$ cat src/rtl/spi_burst_engine.sv
module spi_burst_engine #(
  parameter int CNT_W = 24
) (
  input  logic             clk,
  input  logic             rst_n,
  input  logic             sck_tick,
  input  logic             ctrl_we,
  input  logic [31:0]      ctrl_wdata,
  output logic [31:0]      ctrl_rdata,
  input  logic [CNT_W-1:0] burst_cnt,
  input  logic [CNT_W-1:0] tx_cnt,
  input  logic [7:0]       tx_data,
  input  logic             tx_empty,
  output logic             tx_pop,
  output logic [7:0]       rx_wdata,
  output logic             rx_push,
  output logic             sclk,
  output logic             mosi,
  input  logic             miso,
  output logic [3:0]       cs_lines,
  output logic             done
);
  typedef enum logic [2:0] {S_IDLE, S_LEAD, S_LOAD, S_SHIFT, S_TRAIL} st_t;
  st_t st;

  logic [30:0]      ctrl_q;
  logic [CNT_W-1:0] left, txleft;
  logic [7:0]       tx_sr, rx_sr, rx_nxt, byte_in;
  logic [3:0]       ecnt;
  logic             sclk_q, mosi_q, done_q, push_q;
  logic [7:0]       rxw_q;

  wire cpha = ctrl_q[0], cpol = ctrl_q[1], cspol = ctrl_q[2];
  wire [1:0] csidx = ctrl_q[5:4];
  wire man = ctrl_q[6], lvl = ctrl_q[7], discard = ctrl_q[8], lsb = ctrl_q[12];

  wire busy   = (st != S_IDLE);
  wire start  = ctrl_we && !busy && ctrl_wdata[31];
  wire need_tx = (txleft != '0);
  wire load_ok = !need_tx || !tx_empty;
  wire lead   = ~ecnt[0];
  wire sample = lead ^ cpha;
  wire drive  = !sample && (ecnt != 4'd15);

  assign byte_in    = need_tx ? tx_data : 8'h00;
  assign tx_pop     = (st == S_LOAD) && need_tx && !tx_empty;
  assign ctrl_rdata = {busy, ctrl_q};
  assign sclk       = busy ? sclk_q : cpol;
  assign mosi       = mosi_q;
  assign done       = done_q;
  assign rx_push    = push_q;
  assign rx_wdata   = rxw_q;

  function automatic logic obit(input logic [7:0] d, input logic l);
    return l ? d[0] : d[7];
  endfunction

  function automatic logic [7:0] sh(input logic [7:0] d, input logic l);
    return l ? {1'b0, d[7:1]} : {d[6:0], 1'b0};
  endfunction

  assign rx_nxt = !sample ? rx_sr : (lsb ? {miso, rx_sr[7:1]} : {rx_sr[6:0], miso});

  wire sel_level = man ? lvl : (busy ? cspol : ~cspol);
  for (genvar i = 0; i < 4; i++) begin : g_cs
    assign cs_lines[i] = (csidx == i[1:0]) ? sel_level : ~cspol;
  end

  always_ff @(posedge clk or negedge rst_n) begin
    if (!rst_n) begin
      st     <= S_IDLE;
      ctrl_q <= '0;
      left   <= '0;
      txleft <= '0;
      tx_sr  <= '0;
      rx_sr  <= '0;
      ecnt   <= '0;
      sclk_q <= 1'b0;
      mosi_q <= 1'b0;
      done_q <= 1'b0;
      push_q <= 1'b0;
      rxw_q  <= '0;
    end else begin
      done_q <= 1'b0;
      push_q <= 1'b0;
      if (ctrl_we && !busy) ctrl_q <= ctrl_wdata[30:0];
      case (st)
        S_IDLE: if (start) begin
          if (burst_cnt == '0) done_q <= 1'b1;
          else begin
            st     <= S_LEAD;
            left   <= burst_cnt;
            txleft <= tx_cnt;
            sclk_q <= ctrl_wdata[1];
          end
        end
        S_LEAD: if (sck_tick) st <= S_LOAD;
        S_LOAD: if (load_ok) begin
          if (cpha) tx_sr <= byte_in;
          else begin
            mosi_q <= obit(byte_in, lsb);
            tx_sr  <= sh(byte_in, lsb);
          end
          if (need_tx) txleft <= txleft - 1'b1;
          ecnt <= '0;
          st   <= S_SHIFT;
        end
        S_SHIFT: if (sck_tick) begin
          sclk_q <= ~sclk_q;
          ecnt   <= ecnt + 1'b1;
          rx_sr  <= rx_nxt;
          if (drive) begin
            mosi_q <= obit(tx_sr, lsb);
            tx_sr  <= sh(tx_sr, lsb);
          end
          if (ecnt == 4'd15) begin
            push_q <= !discard;
            rxw_q  <= rx_nxt;
            left   <= left - 1'b1;
            st     <= (left == 1) ? S_TRAIL : S_LOAD;
          end
        end
        S_TRAIL: if (sck_tick) begin
          st     <= S_IDLE;
          done_q <= 1'b1;
          mosi_q <= 1'b0;
        end
        default: st <= S_IDLE;
      endcase
    end
  end
endmodule

$ cat config.mk
export PLATFORM = sky130hd
export DESIGN_NAME = spi_burst_engine
export DESIGN_NICKNAME = d
export VERILOG_FILES = /design/src/rtl/spi_burst_engine.sv
export SDC_FILE = /design/constraint.sdc
export NUM_CORES = 1
export LEC_CHECK = 0
export ABC_AREA = 1
export BUFFER_PORTS_ARGS = -buffer_cell sky130_fd_sc_hd__buf_4
export CAP_MARGIN = 20
export CORE_AREA = 4 4 126 128
export CTS_CLUSTER_SIZE = 24
export DETAILED_ROUTE_END_ITERATION = 8
export DIE_AREA = 0 0 130 132
export GPL_TIMING_DRIVEN = 1
export PLACE_DENSITY_LB_ADDON = 0.05
export SLEW_MARGIN = 20
export SYNTH_ARGS = -nofsm -noshare
export SYNTH_HDL_FRONTEND = slang
export SYNTH_SLANG_ARGS = --single-unit
$ cat constraint.sdc
create_clock -name clk -period 3.9 [get_ports clk]
set_clock_uncertainty 0.1 [all_clocks]
set_input_delay 0.78 -clock clk [delete_from_list [all_inputs] [get_ports clk]]
set_output_delay 0.78 -clock clk [all_outputs]
set_load 0.01 [all_outputs]
==> reports/results.tsv <==
stage	metric	value	unit
place	place_hpwl	13.3	mm
global_route	grt_busiest_layer	met2	
worst_setup_path	path_delay_family	simple AND/OR/NAND/NOR gates	
final_layout	fillers	1414	
clocking	clock_latency	420	ps
route	dr.pass1.iters	7	
sta	setup_viol	0	
clocking	cts_buffers	17	
worst_setup_path	rr_worst_depth	10	
clocking	clk_pin_slew	60	ps
power	power_density	825	mW/mm2
sta	maxSlewViolCount	0	
die	row_count	45	
route	wl_per_cell	13.4	um
synth	yosysTopAreaCell	dfrtp_1	
worst_setup_path	slowest_delay	420	ps
global_route	grt_pass1_wl	31.4	mm
die	io_pins	143	
sta	fin_crit	3120	ps
synth	ys_warn_count	0	
synth	ys_types	41	
sta	fmax	0.320	GHz
synth	syn-num-nets	1155	
place	port_buffers	142	
worst_setup_path	cp_max_fo	26	
power	vdd_ir_drop_max	0.000461	V
final_layout	multi_input_area	0.00388	mm2
clocking	cts_max_level	4	
synth	synth_edf_count	0	
clocking	ctsResizeCount	0	
final_layout	layout_commonest_cell	nand2_1	
flow_run	max_cap_viol_count	0	
final_layout	drive_gt1_share	19.3	%
synth	synthCells	1056	
global_route	antenna_found_initial	0	
synth	syn_avg_cell_area	6.88	um2
sta	relSlewSlack	40.6	%
final_layout	final_cell_mix	427 x nand2_1, 145 x buf_4, 133 x nor2_1, 114 x dfrtp_1, 80 x nand3_1	
global_route	grt_max_degree	50	
global_route	grt.total_usage	22.4	%
worst_setup_path	critPathBufInv	1	
synth	yosysTopAreaCellShare	39.2	%
final_layout	nets	1284	
die	die_h	132	um
synth	synth_ff_type	dfrtp_1	
final_layout	ff_latch_area	0.00285	mm2
final_layout	fin_cells	1386	
global_route	met2_usage	36.6	%
final_layout	syn2layout_area_growth	23.6	%
die	coreArea	0.0149	mm2
min_path	hold_path_class	in -> async	
die	start_util	48.9	%
clocking	cts_setup_buffers	0	
route	wl	18.5	mm
sta	period_share	80.0	%
synth	synth-seq-area-share	39.2	%
sta	tightest_slew	888	ps
worst_setup_path	crit_path_start_kind	flip-flop	
place	place_congestion	0.859	
global_route	grt_use_met3	5.63	%
die	fp.dieW	130	um
worst_setup_path	crit_cells	7	
route	drt-initial-drc-count	440	
route	route.detailed.drc	0	
clocking	cts-hold-fix-buffers	0	
worst_setup_path	crit_chain	nor2_2 -> nand2_1 -> nor2_1 -> nand3_2 -> nand2_1 -> nor2_1 -> buf_4	
die	dieArea	0.0172	mm2
clocking	cts_tree	done	
status	outcome	finished, final reports clean	
worst_setup_path	setup.worst_path.end_class	primary output	
synth	async_reset_ff_share	100	%
sta	setup_tns	0	ps
power	cellLeakagePower	0.00482	uW
clocking	clkSinkCount	114	
route	antenna_left	0	
global_route	grt_pass1_vias	6729	
route	num_vias	6941	
worst_setup_path	worstSetupPathType	reg -> out	
worst_setup_path	critPathArrivalTime	2240	ps
synth	ys_seq_elements	114	
sta	hold_viol_final	0	
clocking	clockBufferDepth	2	
place	dp_cells	1354	
global_route	met1_usage	29.6	%
final_layout	num_antenna_cells	0	
synth	syn-cell-area	0.00727	mm2
route	vias_per_cell	5.01	
power	design_power_total	7420	uW
worst_setup_path	critPathSlowestCell	dfrtp_1	
final_layout	final_core_util	60.5	%
worst_setup_path	required	3020	ps
global_route	overflow	0	
clocking	cts-root-buf	clkbuf_16	
synth	synth.top_cells.by_area	dfrtp_1 39%, nand2_1 22%, nor2_1 6.9%	
sta	rsz0062_at_grt	no	
through the flow:
stage / hold slack, ps / instance area (um2) / setup WS, ps
after floorplan: 341 / 7270 / 1640
after global placement: 338 / 8400 / 1280
after detailed placement: 343 / 8400 / 1240
after CTS: 316 / 8990 / 776
after global routing: 340 / 8990 / 564
final: 286 / 8990 / 779
sequential cells by signal, summed over array words and instances, names as in the netlist:
register,count
done,1
txleft,24
ctrl_q,31
ecnt,4
rx_sr,8
sclk_q,1
rx_push,1
tx_sr,8
st,3
rx_wdata,8
mosi,1
left,24
metal layers:
metal	share of wire (%)	wire length [um]
met1	45	8390
met2	48	8950
met3	5.3	981
met4	1.1	209
met5	0	0
cell type report:
class                           count  share of cell area [%]
Clock buffer                       17                    4.73
Inverter                           85                    3.62
Multi-Input combinational cell    821                    43.2
Timing Repair Buffer              146                    12.3
Sequential cell                   114                    31.7
Tap cell                          188                    2.62
Clock inverter                     15                    1.77
Yosys cell counts, types with 4 or more instances:
master / instances
xor2_1: 7
buf_6: 5
inv_1: 78
nand2_4: 6
a21oi_1: 22
o21ai_0: 36
nand3_1: 80
xnor2_1: 11
ha_1: 5
buf_2: 9
dfrtp_1: 114
clkbuf_1: 13
nand2_1: 427
nor2_2: 4
nand4_1: 16
a31oi_1: 4
nor2_1: 133
o21ai_1: 8
mux2_2: 26
buf_4: 7
o211ai_1: 8
path summary, 6_finish.rpt:
path | startpoint | end | slack (ps)
worst min register to register | ctrl_q[8] | rx_push | 360
worst max-delay path | txleft[12] | tx_pop | 780
min in group clk | ctrl_q[8] | rx_push | 360
worst min-delay path | rst_n | txleft[21] | 290
worst max register to register | st[2] | txleft[1] | 1370
max in group asynchronous | rst_n | rx_wdata[4] | 2600
cells by family after synthesis:
logic type / share of synthesized area [%]
xor gates and xnor gates: 2.17
adders and majority gates: 0.861
AOI/OAI and AO/OA: 6.64
DFF: 39.2
muxes: 4.44
buffers and inverters: 7.37
and+or+nand+nor: 39.3
report_power, final:
part           switching, uW  leakage, uW  internal, uW
clock network            587     0.000280           944
registers                492      0.00142          1710
logic                   2270      0.00312          1410
Note: power is estimated with default switching activity, not from simulation.
